===== src/rtl/hib_pkg.sv =====
package hib_pkg;
  typedef enum logic [1:0] {
    ST_ACTIVE = 2'd0,
    ST_ENTER  = 2'd1,
    ST_HIB    = 2'd2,
    ST_WAKE   = 2'd3
  } hib_state_e;

  typedef enum logic [1:0] {
    DRV_HIZ = 2'b00,
    DRV_PP  = 2'b01,
    DRV_OD  = 2'b10
  } drv_mode_e;

  localparam int NUM_PIN = 2;

  localparam logic [1:0] ADDR_CTRL = 2'd0;
  localparam logic [1:0] ADDR_WEN  = 2'd1;
  localparam logic [1:0] ADDR_STAT = 2'd2;
  localparam logic [1:0] ADDR_CLR  = 2'd3;

  // control register bit positions
  localparam int CB_REQ   = 0;
  localparam int CB_INT   = 1;
  localparam int CB_WSEL  = 2;
  localparam int CB_CSEL  = 3;
  localparam int CB_POL   = 4;
  localparam int CB_MODE  = 6;
  localparam int CTRL_W   = CB_MODE + 2 * NUM_PIN;

  // cause vector positions
  localparam int EV_RTC   = 0;
  localparam int EV_OSC   = 1;
  localparam int EV_RISE  = 2;
  localparam int EV_FALL  = 3;
  localparam int EV_CMP0  = 4;

  localparam logic [NUM_PIN-1:0] RST_POL = 2'b01;
endpackage


===== src/rtl/hib_pin_sync.sv =====
module hib_pin_sync #(
  parameter int NPIN   = 2,
  parameter int STAGES = 2,
  localparam int SEL_W = (NPIN > 1) ? $clog2(NPIN) : 1
) (
  input  logic             clk,
  input  logic             rst_n,
  input  logic [NPIN-1:0]  pad_in,
  input  logic [SEL_W-1:0] sel,
  output logic             rise,
  output logic             fall
);
  logic [NPIN-1:0] synced;
  logic [NPIN-1:0] prev_q;

  for (genvar gp = 0; gp < NPIN; gp++) begin : g_pin
    logic [STAGES-1:0] chain_q;
    always_ff @(posedge clk or negedge rst_n) begin
      if (!rst_n) begin
        chain_q    <= '0;
        prev_q[gp] <= 1'b0;
      end else begin
        chain_q    <= {chain_q[STAGES-2:0], pad_in[gp]};
        prev_q[gp] <= chain_q[STAGES-1];
      end
    end
    assign synced[gp] = chain_q[STAGES-1];
  end

  assign rise = synced[sel] & ~prev_q[sel];
  assign fall = ~synced[sel] & prev_q[sel];
endmodule


===== src/rtl/hib_cause_reg.sv =====
module hib_cause_reg #(
  parameter int W = 10
) (
  input  logic         clk,
  input  logic         rst_n,
  input  logic [W-1:0] set_vec,
  input  logic [W-1:0] clr_vec,
  output logic [W-1:0] flags_q
);
  logic [W-1:0] flags_d;
  logic         upd;

  always_comb begin
    flags_d = (flags_q & ~clr_vec) | set_vec;
    upd     = |{set_vec, clr_vec};
  end

  always_ff @(posedge clk or negedge rst_n) begin
    if (!rst_n)   flags_q <= '0;
    else if (upd) flags_q <= flags_d;
  end
endmodule


===== src/rtl/hib_fsm.sv =====
module hib_fsm
  import hib_pkg::*;
(
  input  logic       clk,
  input  logic       rst_n,
  input  logic       req_fire,
  input  logic       wake_hit,
  input  logic       internal_mode,
  input  logic       core_pwr_ok,
  output hib_state_e state_q,
  output logic       hib_on,
  output logic       woke_set,
  output logic       core_rst_n,
  output logic       rst_pu_en
);
  hib_state_e state_d;

  always_comb begin
    state_d = state_q;
    unique case (state_q)
      ST_ACTIVE: if (req_fire) state_d = ST_ENTER;
      ST_ENTER:  state_d = ST_HIB;
      ST_HIB:    if (wake_hit) state_d = ST_WAKE;
      ST_WAKE:   if (!internal_mode || core_pwr_ok) state_d = ST_ACTIVE;
      default:   state_d = ST_ACTIVE;
    endcase
  end

  always_ff @(posedge clk or negedge rst_n) begin
    if (!rst_n) state_q <= ST_ACTIVE;
    else        state_q <= state_d;
  end

  always_comb begin
    hib_on     = (state_q == ST_ENTER) || (state_q == ST_HIB);
    woke_set   = (state_q == ST_HIB) && wake_hit;
    core_rst_n = !(internal_mode && (state_q != ST_ACTIVE));
    rst_pu_en  = !(internal_mode && hib_on);
  end
endmodule


===== src/rtl/hib_wake_ctrl.sv =====
module hib_wake_ctrl
  import hib_pkg::*;
#(
  parameter int NUM_CMP     = 3,
  parameter int SYNC_STAGES = 2,
  localparam int CAUSE_W    = 4 + 2 * NUM_CMP,
  localparam int DATA_W     = CAUSE_W + 2
) (
  input  logic                 clk,
  input  logic                 rst_n,
  input  logic                 reg_we,
  input  logic [1:0]           reg_addr,
  input  logic [DATA_W-1:0]    reg_wdata,
  output logic [DATA_W-1:0]    reg_rdata,
  input  logic                 rtc_evt,
  input  logic                 oscwd_evt,
  input  logic [NUM_CMP-1:0]   cmp_lo,
  input  logic [NUM_CMP-1:0]   cmp_hi,
  input  logic [NUM_PIN-1:0]   pad_in,
  input  logic                 core_pwr_ok,
  output logic [NUM_PIN-1:0]   pad_out,
  output logic [2*NUM_PIN-1:0] pad_mode,
  output logic                 core_rst_n,
  output logic                 rst_pu_en
);
  localparam int SEL_W = $clog2(NUM_PIN);

  // control fields
  logic                          internal_q;
  logic [SEL_W-1:0]              wsel_q;
  logic [SEL_W-1:0]              csel_q;
  logic [NUM_PIN-1:0]            pol_q;
  logic [NUM_PIN-1:0][1:0]       mode_q;
  logic [CAUSE_W-1:0]            wen_q;
  logic [CAUSE_W-1:0]            cause_q;
  logic [1:0]                    flag_q;   // [0] woke, [1] lock-up risk

  logic wr_ctrl, wr_wen, wr_clr;
  logic req_fire, wake_hit, woke_set, hib_on;
  logic dig_rise, dig_fall;
  logic [CAUSE_W-1:0] evt_vec;
  logic [CAUSE_W-1:0] cause_set;
  logic [CAUSE_W-1:0] clr_mask;
  logic [1:0]         flag_set;
  logic [1:0]         flag_clr;
  hib_state_e         state_w;

  always_comb begin
    wr_ctrl = reg_we && (reg_addr == ADDR_CTRL);
    wr_wen  = reg_we && (reg_addr == ADDR_WEN);
    wr_clr  = reg_we && (reg_addr == ADDR_CLR);
  end

  always_ff @(posedge clk or negedge rst_n) begin
    if (!rst_n) begin
      internal_q <= 1'b0;
      wsel_q     <= '0;
      csel_q     <= '0;
      pol_q      <= RST_POL;
      mode_q[0]  <= DRV_OD;
      mode_q[1]  <= DRV_HIZ;
    end else if (wr_ctrl) begin
      internal_q <= reg_wdata[CB_INT];
      wsel_q     <= reg_wdata[CB_WSEL +: SEL_W];
      csel_q     <= reg_wdata[CB_CSEL +: SEL_W];
      pol_q      <= reg_wdata[CB_POL +: NUM_PIN];
      mode_q     <= reg_wdata[CB_MODE +: 2*NUM_PIN];
    end
  end

  always_ff @(posedge clk or negedge rst_n) begin
    if (!rst_n)      wen_q <= '0;
    else if (wr_wen) wen_q <= reg_wdata[CAUSE_W-1:0];
  end

  // synchronized digital wake edge
  hib_pin_sync #(.NPIN(NUM_PIN), .STAGES(SYNC_STAGES)) u_sync (
    .clk    (clk),
    .rst_n  (rst_n),
    .pad_in (pad_in),
    .sel    (wsel_q),
    .rise   (dig_rise),
    .fall   (dig_fall)
  );

  assign evt_vec[EV_RTC]  = rtc_evt;
  assign evt_vec[EV_OSC]  = oscwd_evt;
  assign evt_vec[EV_RISE] = dig_rise;
  assign evt_vec[EV_FALL] = dig_fall;
  for (genvar gc = 0; gc < NUM_CMP; gc++) begin : g_cmp
    assign evt_vec[EV_CMP0 + 2*gc]     = cmp_lo[gc];
    assign evt_vec[EV_CMP0 + 2*gc + 1] = cmp_hi[gc];
  end

  always_comb begin
    cause_set = evt_vec & wen_q;
    wake_hit  = |cause_set;
    req_fire  = wr_ctrl && reg_wdata[CB_REQ] && (state_w == ST_ACTIVE);
    clr_mask  = wr_clr ? reg_wdata[CAUSE_W-1:0] : '0;
    flag_set  = {req_fire && (wen_q == '0), woke_set};
    flag_clr  = wr_clr ? reg_wdata[CAUSE_W +: 2] : 2'b00;
  end

  hib_cause_reg #(.W(CAUSE_W)) u_cause (
    .clk     (clk),
    .rst_n   (rst_n),
    .set_vec (cause_set),
    .clr_vec (clr_mask),
    .flags_q (cause_q)
  );

  hib_cause_reg #(.W(2)) u_flags (
    .clk     (clk),
    .rst_n   (rst_n),
    .set_vec (flag_set),
    .clr_vec (flag_clr),
    .flags_q (flag_q)
  );

  hib_fsm u_fsm (
    .clk           (clk),
    .rst_n         (rst_n),
    .req_fire      (req_fire),
    .wake_hit      (wake_hit),
    .internal_mode (internal_q),
    .core_pwr_ok   (core_pwr_ok),
    .state_q       (state_w),
    .hib_on        (hib_on),
    .woke_set      (woke_set),
    .core_rst_n    (core_rst_n),
    .rst_pu_en     (rst_pu_en)
  );

  for (genvar gi = 0; gi < NUM_PIN; gi++) begin : g_pad
    assign pad_out[gi] = (hib_on && (csel_q == SEL_W'(gi))) ? pol_q[gi] : ~pol_q[gi];
    assign pad_mode[2*gi +: 2] = mode_q[gi];
  end

  always_comb begin
    unique case (reg_addr)
      ADDR_CTRL: reg_rdata = DATA_W'({mode_q, pol_q, csel_q, wsel_q, internal_q, 1'b0});
      ADDR_WEN:  reg_rdata = DATA_W'(wen_q);
      ADDR_STAT: reg_rdata = {flag_q, cause_q};
      default:   reg_rdata = '0;
    endcase
  end
endmodule


===== config.mk =====
export PLATFORM = sky130hd
export DESIGN_NAME = hib_wake_ctrl
export DESIGN_NICKNAME = d
export VERILOG_FILES = /design/src/rtl/hib_pkg.sv /design/src/rtl/hib_pin_sync.sv /design/src/rtl/hib_cause_reg.sv /design/src/rtl/hib_fsm.sv /design/src/rtl/hib_wake_ctrl.sv
export SDC_FILE = /design/constraint.sdc
export NUM_CORES = 1
export LEC_CHECK = 0
export ABC_AREA = 0
export BUFFER_PORTS_ARGS = -buffer_cell sky130_fd_sc_hd__buf_2
export CORE_MARGIN = 3
export CORE_UTILIZATION = 30
export DETAILED_ROUTE_END_ITERATION = 10
export PLACE_DENSITY_LB_ADDON = 0.15
export SLEW_MARGIN = 40
export SYNTH_ARGS = -nofsm -noshare
export SYNTH_HDL_FRONTEND = slang
export SYNTH_SLANG_ARGS = --single-unit

===== constraint.sdc =====
create_clock -name clk -period 1.99 [get_ports clk]
set_clock_uncertainty 0.15 [all_clocks]
set_input_delay 0.199 -clock clk [delete_from_list [all_inputs] [get_ports clk]]
set_output_delay 0.199 -clock clk [all_outputs]
set_load 0.05 [all_outputs]

== Word level (Yosys, flattened, before mapping) ==
Index checks and enable logic that the tools add are counted.
Widths: inputs -> output; s select.
Word-level totals
  word-level logic and storage cells: 75
  memories: 0
  memory bits (writable): 0
  bits in latches: 0
  bits of input ports: 28
  register bits: 39
  bits in read-only memories: 0
Cells by class
  muxes and demuxes: 13
  $mul: 0
  shifts and indexed selects: 0
  bitwise logic cells: 14
  reductions and logical operators: 24
  add/sub/neg operators: 0
  order comparisons: 1
  eq/ne operators: 9
  div/mod/pow operators: 0
Operators with widths (number)
  $pmux 12 s3: 1
  $and 10x10->10: 2
  $reduce_or 20->1: 1
  $logic_and 1x1->1: 11
  $logic_not 10->1: 1
  $mux 10: 1
  $not 10->10: 1
  $or 10x10->10: 1
  $reduce_or 10->1: 1
  $eq 2x2->1 const B: 4
  $mux 2: 4
  $pmux 2 s4: 1
  $mux 1: 6
  $not 1->1: 5
  $eq 2x1->1 const B: 2
  $logic_not 2->1: 2
  $ne 2x1->1 const B: 2
  $reduce_or 4->1: 1
  $logic_not 1->1: 3
  $reduce_and 3->1: 1
  $and 1x1->1: 2
  $and 2x2->2: 1
  $logic_or 1x1->1: 2
  $lt 1x2->1 const B: 1
  other kinds (4): 4

== Logic depth before layout (Yosys ltp) ==
Gate-level depths: netlist (run 1).
  depth in word-level cells: 8
  mapped depth: 6

== By module ==
Synthesis (run 1) repeated with hierarchy kept, for this count alone.
Unflattened totals
  cells, all modules: 181
  area total of the unflattened synthesis: 1969.4 µm²
By module, submodules not included
  hib_wake_ctrl: sequential area each 478.0 µm², times used 1, cells an instance 116, area each 1179.9 µm²
  hib_cause_reg at u_cause: sequential area each 250.2 µm², times used 1, cells an instance 30, area each 362.8 µm²
  hib_pin_sync: sequential area each 150.1 µm², times used 1, cells an instance 12, area each 191.4 µm²
  hib_fsm: sequential area each 50.0 µm², times used 1, cells an instance 17, area each 162.7 µm²
  hib_cause_reg at u_flags: sequential area each 50.0 µm², times used 1, cells an instance 6, area each 72.6 µm²

== Worst setup path before layout (run 1) ==
No wires, ideal clock.
  kind: register to output
  start point: register mode_q, in the netlist pad_mode[1]
  end point: output reg_rdata[7]
  buffers on the path: 0
  arrival time: 1881 ps
  setup slack: -240 ps
  cell stages (with the launch flop): 3
  cell sequence: dfstp_2 -> mux2i_1 -> o21ai_0
On the way
  cells in the longest elaborated chain, start to end: 1
Ends and longest elaborated chain
  start: declaration: line hib_wake_ctrl.sv:33  | logic [NUM_PIN-1:0][1:0] mode_q;
  start signal: assignment: line hib_wake_ctrl.sv:67  | mode_q <= reg_wdata[CB_MODE +: 2*NUM_PIN];
  $pmux 12 s3: line hib_wake_ctrl.sv:140  | unique case (reg_addr)
  end: declaration: line hib_wake_ctrl.sv:14  | output logic [DATA_W-1:0] reg_rdata,
No other way between the ends.

== Worst setup path in the final report (run 1) ==
  start point: register u_fsm.state_q[1]
  end point: output pad_out[1]
On the way
  cells in the longest elaborated chain, start to end: 4
Ends and longest elaborated chain
  start: declaration: line hib_fsm.sv:10  | output hib_state_e state_q,
  start signal: assignment: line hib_fsm.sv:31  | else state_q <= state_d;
  $eq 2x1->1 / $eq 2x2->1 (equally long branches): line hib_fsm.sv:35  | hib_on = (state_q == ST_ENTER) || (state_q == ST_HIB);
  $logic_or 1x1->1 *: line hib_fsm.sv:35
  $logic_and 1x1->1 *: line hib_wake_ctrl.sv:135  | assign pad_out[gi] = (hib_on && (csel_q == SEL_W'(gi))) ? pol_q[gi] : ~pol_q[gi];
  $mux 1 *: line hib_wake_ctrl.sv:135
  end: declaration: line hib_wake_ctrl.sv:21  | output logic [NUM_PIN-1:0] pad_out,
Mark *: on every way between the ends. The rest lies on a longest branch, timed or not.

==> results.py, run 1 <==
metrics = {
    "outcome": {
        "outcome": "finished clean",
    },
    "setup_path": {
        "critical_path.slowest_cell": "sky130_fd_sc_hd__dfrtp_1",
        "crit-reg2reg-capture": "u_fsm.state_q[1]$_DFFE_PN0P_",
        "worst_path_dominant_cell_family": "flip-flops",
        "worst-path-buf-inv": 2,
        "reg2reg_slack_ns": 0.26,
        "r2r_start": "u_fsm.state_q[0]$_DFFE_PN0P_",
        "cp-start-kind": "flip-flop",
        "critPathMaxStageDelay_ns": 0.40,
        "cp_max_fo": 4,
        "worstSetupPathType": "reg2out",
        "rr_worst_depth": 5,
        "critical_path.cell_chain": "inv_1, ha_4, nand2_1, xor2_1, buf_2",
        "worst_ep_required_time_ns": 1.64,
        "worst_ep_arrival_time_ns": 1.54,
        "endpoint_kind_of_the_worst_setup_timing_path": "primary output",
    },
    "synthesis": {
        "syn_nets": 191,
        "syn-mean-instance-area_um2": 11.6,
        "largest_family_of_logic_cells_by_synthesized_area": "multiplexers",
        "yosysUniqueCellTypes": 37,
        "synthAdderAreaFrac_pct": 2.02,
        "synth_xor_area_share_pct": 0.941,
        "yosys_register_bits": 39,
        "ys_seq_area_share_pct": 52.6,
        "synth-simple-area-share_pct": 14.0,
        "netlist_instances": 160,
        "synth_mux_area_share_pct": 16.9,
        "synth-compound-area-share_pct": 11.4,
        "netlist_area_um2": 1860,
        "yosysWarningCount": 0,
    },
    "min_path": {
        "holdPathStages": 2,
        "hold_path_end": "u_cause.flags_q[1]$_DFFE_PN0P_",
        "holdCritStartpoint": "oscwd_evt",
        "worstHoldPathType": "in2reg",
    },
    "final_layout": {
        "final_net_count": 252,
        "antenna_cells": 0,
        "area.sequential_um2": 978,
        "syn2layout_area_growth_pct": 29.0,
        "num-fill-cells": 612,
        "share_of_final_layout_standard_cells_stronger_than_drive_strength_1_pct": 41.4,
        "area_taken_by_multi_input_logic_gates_um2": 857,
    },
    "die": {
        "design.die.area_um2": 7180,
        "initial_utilization_pct": 31.2,
        "boundary_pins": 48,
        "chip_height_um": 84.8,
        "core_region_area_um2": 5960,
        "core.rowCount": 28,
        "floorplan.die.width_um": 84.8,
    },
    "cts": {
        "path_clk_slew_ns": 0.08,
        "clock-sinks": 39,
        "clock_latency_ns": 0.29,
        "clk_root_buffer_cell": "sky130_fd_sc_hd__clkbuf_8",
        "htree_num_levels": 2,
        "tritoncts.num_buffers": 5,
        "cts-root-to-sink-buffers": 2,
        "tritoncts": "yes",
    },
    "route": {
        "drt.antenna.violating_nets": 0,
        "drtPass1Iterations": 4,
        "drt-initial-drc-count": 28,
        "route.detailed.wl_per_inst_um": 16.7,
        "route.detailed.vias_per_inst": 4.92,
        "route.vias.total": 1462,
        "detail_route.wirelength_um": 4960,
        "detail_route.drc_violations": 0,
    },
    "global_route": {
        "grt_start_max_net_pins": 19,
        "first_global_vias": 1497,
        "grt_use_met3_pct": 3.34,
        "all_layer_global_routing_usage_pct": 14.5,
        "global_route_met1_utilization_pct": 18.8,
        "grt_overflow_total": 0,
        "grt_first_pass_wirelength_um": 8070,
        "grt_util_met2_pct": 24.2,
        "busiest_layer": "met2",
        "number_of_antenna_violations_at_the_first_check_in_global_routing": 0,
    },
    "timing": {
        "timing.setup.tns_ns": 0,
        "tightestPinTransition_ns": 0.429,
        "min_period_over_period_pct": 94.8,
        "hold_violations": 0,
        "drv_slew": 0,
        "layout_min_cycle_time_ns": 1.89,
        "setup_repair_after_global_routing_missed_its_margin": "no",
        "setup_viol_count_final": 0,
        "timing.slew.headroom_pct": 71.4,
        "timing.fmax_ghz": 0.530,
        "hold_slack_ns": 0.00842,
    },
    "placement": {
        "place_hpwl_um": 3650,
        "place.gp.congestion": 0.735,
        "port_buffers": 47,
    },
    "power": {
        "vdd_ir_max_mv": 0.603,
        "power.density_cell_area_nw_per_um2": 1200,
        "p_leak_nw": 1.12,
    },
    "job": {
        "cap_viol_max_count": 0,
    },
}
==> state kept, by name, indices dropped and copies added, names as in the netlist <==
register / cells
pol_q: 2
u_fsm.state_q: 2
internal_q: 1
u_flags.flags_q: 2
csel_q: 1
pad_mode: 4
u_sync.g_pin.chain_q: 4
wsel_q: 1
wen_q: 10
u_sync.prev_q: 2
u_cause.flags_q: 10
==> per-stage QoR <==
step                area [um^2]  utilization [%]  power [W]  instances  setup slack [ns]
detailed placement         2220             37.4    0.00214        285             0.272
finish                     2400             40.3    0.00287        297             0.104
global route               2400             40.3    0.00304        297           0.00118
global placement           2220             37.4    0.00214        285             0.274
floorplan                  1860                -    0.00185        160           -0.0413
CTS                        2380             40.0    0.00285        297            0.0110
==> layer usage <==
metal  routed length, um  vias up
met5                   0        -
met4                  52        0
met3                 213        4
met2                2380       36
met1                2310      728
li1                    -      694
==> layout by cell type, fill, tap and decap left out, types with 2 or more instances in the layout <==
cell type	count
sky130_fd_sc_hd__nand2_1	30
sky130_fd_sc_hd__o21ai_1	5
sky130_fd_sc_hd__mux2i_1	9
sky130_fd_sc_hd__dlygate4sd3_1	4
sky130_fd_sc_hd__ha_1	2
sky130_fd_sc_hd__o21ai_0	5
sky130_fd_sc_hd__and2_1	2
sky130_fd_sc_hd__buf_2	46
sky130_fd_sc_hd__dfstp_2	2
sky130_fd_sc_hd__nor2b_1	2
sky130_fd_sc_hd__buf_4	10
sky130_fd_sc_hd__a22oi_1	4
sky130_fd_sc_hd__clkbuf_8	6
sky130_fd_sc_hd__dfrtp_1	37
sky130_fd_sc_hd__a21o_1	2
sky130_fd_sc_hd__a22o_1	10
sky130_fd_sc_hd__mux2_2	19
==> where the power goes <==
part           internal, W  total (W)  switching [W]
logic             0.000411    0.00109       0.000682
clock network     0.000406   0.000684       0.000278
registers         0.000950    0.00109       0.000145
total              0.00177    0.00287        0.00110
==> logic make-up after synthesis <==
family	count (synthesis)
buffers and inverters	8
DFF	39
adders and majority gates	3
muxes	29
AOI/OAI and AO/OA	29
and+or+nand+nor	50
xor gates and xnor gates	2
==> cell type report <==
class / instances / area share, %
multi-input cells: 113 / 35.7
inverters: 2 / 0.313
clock inverters: 2 / 1.46
well taps: 75 / 3.91
clock buffers: 6 / 3.44
repair buffers: 60 / 14.4
flip-flops and latches: 39 / 40.8
==> timing repair <==
| item | CTS | global route |
|---|---|---|
| gates resized for setup | 1 | 3 |
| setup endpoints to repair | 1 | 2 |
| buffers inserted | 0 | 0 |
| endpoints found under the hold margin | 19 | 0 |
| hold buffers | 4 | 0 |
==> cells in the mapped netlist <==
library cell,instances,area share (%)
sky130_fd_sc_hd__mux2i_1,9,4.8
sky130_fd_sc_hd__dfrtp_1,37,50
sky130_fd_sc_hd__a22oi_1,4,1.6
sky130_fd_sc_hd__nor4_1,1,0.34
sky130_fd_sc_hd__o21ai_0,10,2.7
sky130_fd_sc_hd__nand2b_1,1,0.34
sky130_fd_sc_hd__nor2b_1,3,1.0
sky130_fd_sc_hd__mux2_2,19,11
sky130_fd_sc_hd__inv_1,2,0.40
sky130_fd_sc_hd__a21o_1,2,0.81
sky130_fd_sc_hd__buf_2,2,0.54
sky130_fd_sc_hd__nor2_1,1,0.20
sky130_fd_sc_hd__a31oi_2,1,0.67
sky130_fd_sc_hd__nand3_1,1,0.27
sky130_fd_sc_hd__and3_1,1,0.34
sky130_fd_sc_hd__and3b_1,1,0.47
sky130_fd_sc_hd__o32a_1,1,0.54
sky130_fd_sc_hd__nand3b_1,1,0.40
sky130_fd_sc_hd__a31oi_1,1,0.34
sky130_fd_sc_hd__and2_1,2,0.67
sky130_fd_sc_hd__nor3_2,1,0.54
sky130_fd_sc_hd__mux2_1,1,0.61
sky130_fd_sc_hd__dfstp_2,2,2.8
sky130_fd_sc_hd__and4b_1,1,0.54
sky130_fd_sc_hd__clkbuf_1,3,0.61
sky130_fd_sc_hd__ha_1,3,2.0
sky130_fd_sc_hd__nand4b_1,1,0.47
sky130_fd_sc_hd__xnor2_1,1,0.47
sky130_fd_sc_hd__xor2_1,1,0.47
sky130_fd_sc_hd__nand2_2,1,0.34
sky130_fd_sc_hd__a22o_1,10,4.7
sky130_fd_sc_hd__nor3b_2,1,0.67
sky130_fd_sc_hd__nor4b_1,1,0.47
sky130_fd_sc_hd__nand2_1,30,6.1
sky130_fd_sc_hd__nand4bb_1,1,0.61
sky130_fd_sc_hd__buf_6,1,0.61
sky130_fd_sc_hd__nor3_1,1,0.27
==> worst max-delay path by stage <==
| stage | startpoint | endpoint | depth (start not counted) |
|---|---|---|---|
| after floorplan | u_fsm.state_q[0]$_DFFE_PN0P_ | pad_out[0] | 4 |
| after global placement | u_fsm.state_q[0]$_DFFE_PN0P_ | pad_out[0] | 5 |
| after detailed placement | u_fsm.state_q[0]$_DFFE_PN0P_ | pad_out[0] | 5 |
| after CTS | u_fsm.state_q[0]$_DFFE_PN0P_ | pad_out[0] | 5 |
| after global routing | u_fsm.state_q[1]$_DFFE_PN0P_ | pad_out[0] | 5 |
| final | u_fsm.state_q[1]$_DFFE_PN0P_ | pad_out[1] | 5 |
==> worst reg2reg max path, stage by stage, from the launching register on <==
cell and delay, ns:
sky130_fd_sc_hd__dfrtp_1 0.41, sky130_fd_sc_hd__ha_1 0.20, sky130_fd_sc_hd__and3b_1 0.19, sky130_fd_sc_hd__a21o_1 0.17, sky130_fd_sc_hd__a31oi_2 0.17, sky130_fd_sc_hd__mux2_1 0.34
(Power assumes the default switching activity.)
==> run 2, diff against run 1 <==
REMOVE_ABC_BUFFERS = 1   (was not set)
==> run 2 against run 1 <==
  * Sequential share of layout area decreased by 1.2 points
  * Wire length decreased by 3.7%
  * Combinational power increased by 8%
==> results.py, run 2 (same netlist as run 1, synthesis figures left out) <==
metrics = {
    "outcome": {
        "outcome": "finished clean",
    },
    "route": {
        "drtPass1Iterations": 4,
        "route.vias.total": 1480,
        "route.detailed.wl_per_inst_um": 15.7,
        "detail_route.drc_violations": 0,
        "detail_route.wirelength_um": 4780,
        "drt-initial-drc-count": 40,
        "drt.antenna.violating_nets": 0,
        "route.detailed.vias_per_inst": 4.85,
    },
    "final_layout": {
        "top_regs": "u_cause.flags_q x10, wen_q x10",
        "commonest_non_fill_non_tap_cells_in_the_layout": "45 x sky130_fd_sc_hd__buf_2, 37 x sky130_fd_sc_hd__dfrtp_1, 30 x sky130_fd_sc_hd__nand2_1, 19 x sky130_fd_sc_hd__mux2_2, 14 x sky130_fd_sc_hd__buf_4",
        "layout.cells.most_common": "sky130_fd_sc_hd__buf_2",
        "antenna_cells": 0,
        "utilization_pct": 41.5,
        "syn2layout_area_growth_pct": 32.8,
        "share_of_final_layout_standard_cells_stronger_than_drive_strength_1_pct": 42.2,
        "final_net_count": 260,
    },
    "die": {
        "chip_height_um": 84.8,
        "core_region_area_um2": 5960,
        "boundary_pins": 48,
        "floorplan.die.width_um": 84.8,
        "core.rowCount": 28,
        "design.die.area_um2": 7180,
        "initial_utilization_pct": 31.2,
    },
    "global_route": {
        "grt_first_pass_wirelength_um": 7980,
        "number_of_antenna_violations_at_the_first_check_in_global_routing": 0,
        "first_global_vias": 1520,
        "all_layer_global_routing_usage_pct": 14.3,
        "grt_start_max_net_pins": 18,
        "grt_overflow_total": 0,
    },
    "placement": {
        "place_hpwl_um": 3640,
        "place.gp.congestion": 0.750,
        "post-place-ws_ns": 0.217,
        "port_buffers": 47,
    },
    "cts": {
        "path_clk_slew_ns": 0.07,
        "cts-root-to-sink-buffers": 2,
        "tritoncts": "yes",
        "clock_latency_ns": 0.30,
        "tritoncts.num_buffers": 5,
        "clk_root_buffer_cell": "sky130_fd_sc_hd__clkbuf_8",
        "htree_num_levels": 2,
        "clock-sinks": 39,
    },
    "timing": {
        "hold_violations": 0,
        "tightestPinTransition_ns": 0.334,
        "setup_viol_count_final": 0,
        "drv_slew": 0,
        "min_period_over_period_pct": 94.6,
        "setup_ws_ns": 0.107,
        "timing.fmax_ghz": 0.531,
        "timing.slew.headroom_pct": 77.7,
        "setup_repair_after_global_routing_missed_its_margin": "no",
        "layout_min_cycle_time_ns": 1.88,
    },
    "power": {
        "power.density_cell_area_nw_per_um2": 1140,
        "finalPower_w": 0.00283,
        "p_leak_nw": 1.16,
        "vdd_ir_max_mv": 0.601,
    },
    "setup_path": {
        "endpoint_kind_of_the_worst_setup_timing_path": "primary output",
        "worstSetupPathType": "reg2out",
        "cp_max_fo": 4,
        "worst_ep_required_time_ns": 1.64,
        "worst_ep_arrival_time_ns": 1.53,
        "cp-start-kind": "flip-flop",
    },
    "min_path": {
        "worstHoldPathType": "in2reg",
    },
    "job": {
        "cap_viol_max_count": 0,
    },
}
run 2: power by group:
group | internal [W] | switching (W)
Clock | 0.000280 | 0.000276
Combinational | 0.000477 | 0.000704
Sequential | 0.000950 | 0.000140
run 2: cell type report:
type | instances | area [um^2]
flip-flops and latches | 39 | 978
clock buffers | 7 | 86.3
inverters | 2 | 7.51
fillers | 603 | 3480
clock inverters | 1 | 5.00
well taps | 75 | 93.8
repair buffers | 68 | 430
multi-input cells | 113 | 870
run 2: worst max-delay path: stages, from the launching register on:
cell	delay, ns
sky130_fd_sc_hd__dfrtp_1	0.40
sky130_fd_sc_hd__inv_2	0.06
sky130_fd_sc_hd__ha_4	0.29
sky130_fd_sc_hd__nor2b_4	0.16
sky130_fd_sc_hd__xnor2_2	0.11
sky130_fd_sc_hd__buf_4	0.21
run 2: worst paths after layout:
| kind | start | endpoint | slack (ns) | cells after the start |
|---|---|---|---|---|
| worst max-delay path | u_fsm.state_q[1]$_DFFE_PN0P_ | pad_out[0] | 0.11 | 5 |
| worst min-delay path | cmp_hi[0] | u_cause.flags_q[5]$_DFFE_PN0P_ | 0.01 | 2 |
| worst max register to register | u_fsm.state_q[0]$_DFFE_PN0P_ | u_fsm.state_q[1]$_DFFE_PN0P_ | 0.17 | 6 |
| worst min register to register | u_sync.g_pin[0].chain_q[0]$_DFF_PN0_ | u_sync.g_pin[0].chain_q[1]$_DFF_PN0_ | 0.20 | 0 |
| max in group asynchronous | rst_n | pol_q[0]$_DFFE_PN1N_ | 0.96 | 3 |
| min in group asynchronous | rst_n | u_cause.flags_q[7]$_DFFE_PN0P_ | 0.18 | 2 |
run 2: timing repair:
action                                  in CTS  in global routing
endpoints found under the hold margin       45                  0
gates cloned                                 0                  0
hold buffers                                 8                  0
resized for setup                            3                  6
endpoints found under the setup margin       2                  2
buffers inserted                             1                  1
run 2: metal layers:
layer / wire, um / up-vias / GRT usage, %
met5: 0 / - / 0
li1: - / 709 / -
met1: 2190 / 734 / 18.3
met2: 2290 / 31 / 23.6
met4: 57 / 0 / 3.88
met3: 240 / 6 / 4.12
run 2: through the flow:
stage | area (um^2) | TNS, ns | hold slack (ns) | cells
4_1_cts | 2450 | 0 | 0.00169 | 304
5_1_grt | 2470 | 0 | 0.00540 | 305
6_report | 2470 | 0 | 0.0111 | 305
2_1_floorplan | 1830 | -0.934 | -0.247 | 154
3_3_place_gp | 2250 | 0 | -0.0290 | 287
3_5_place_dp | 2250 | 0 | -0.0276 | 287
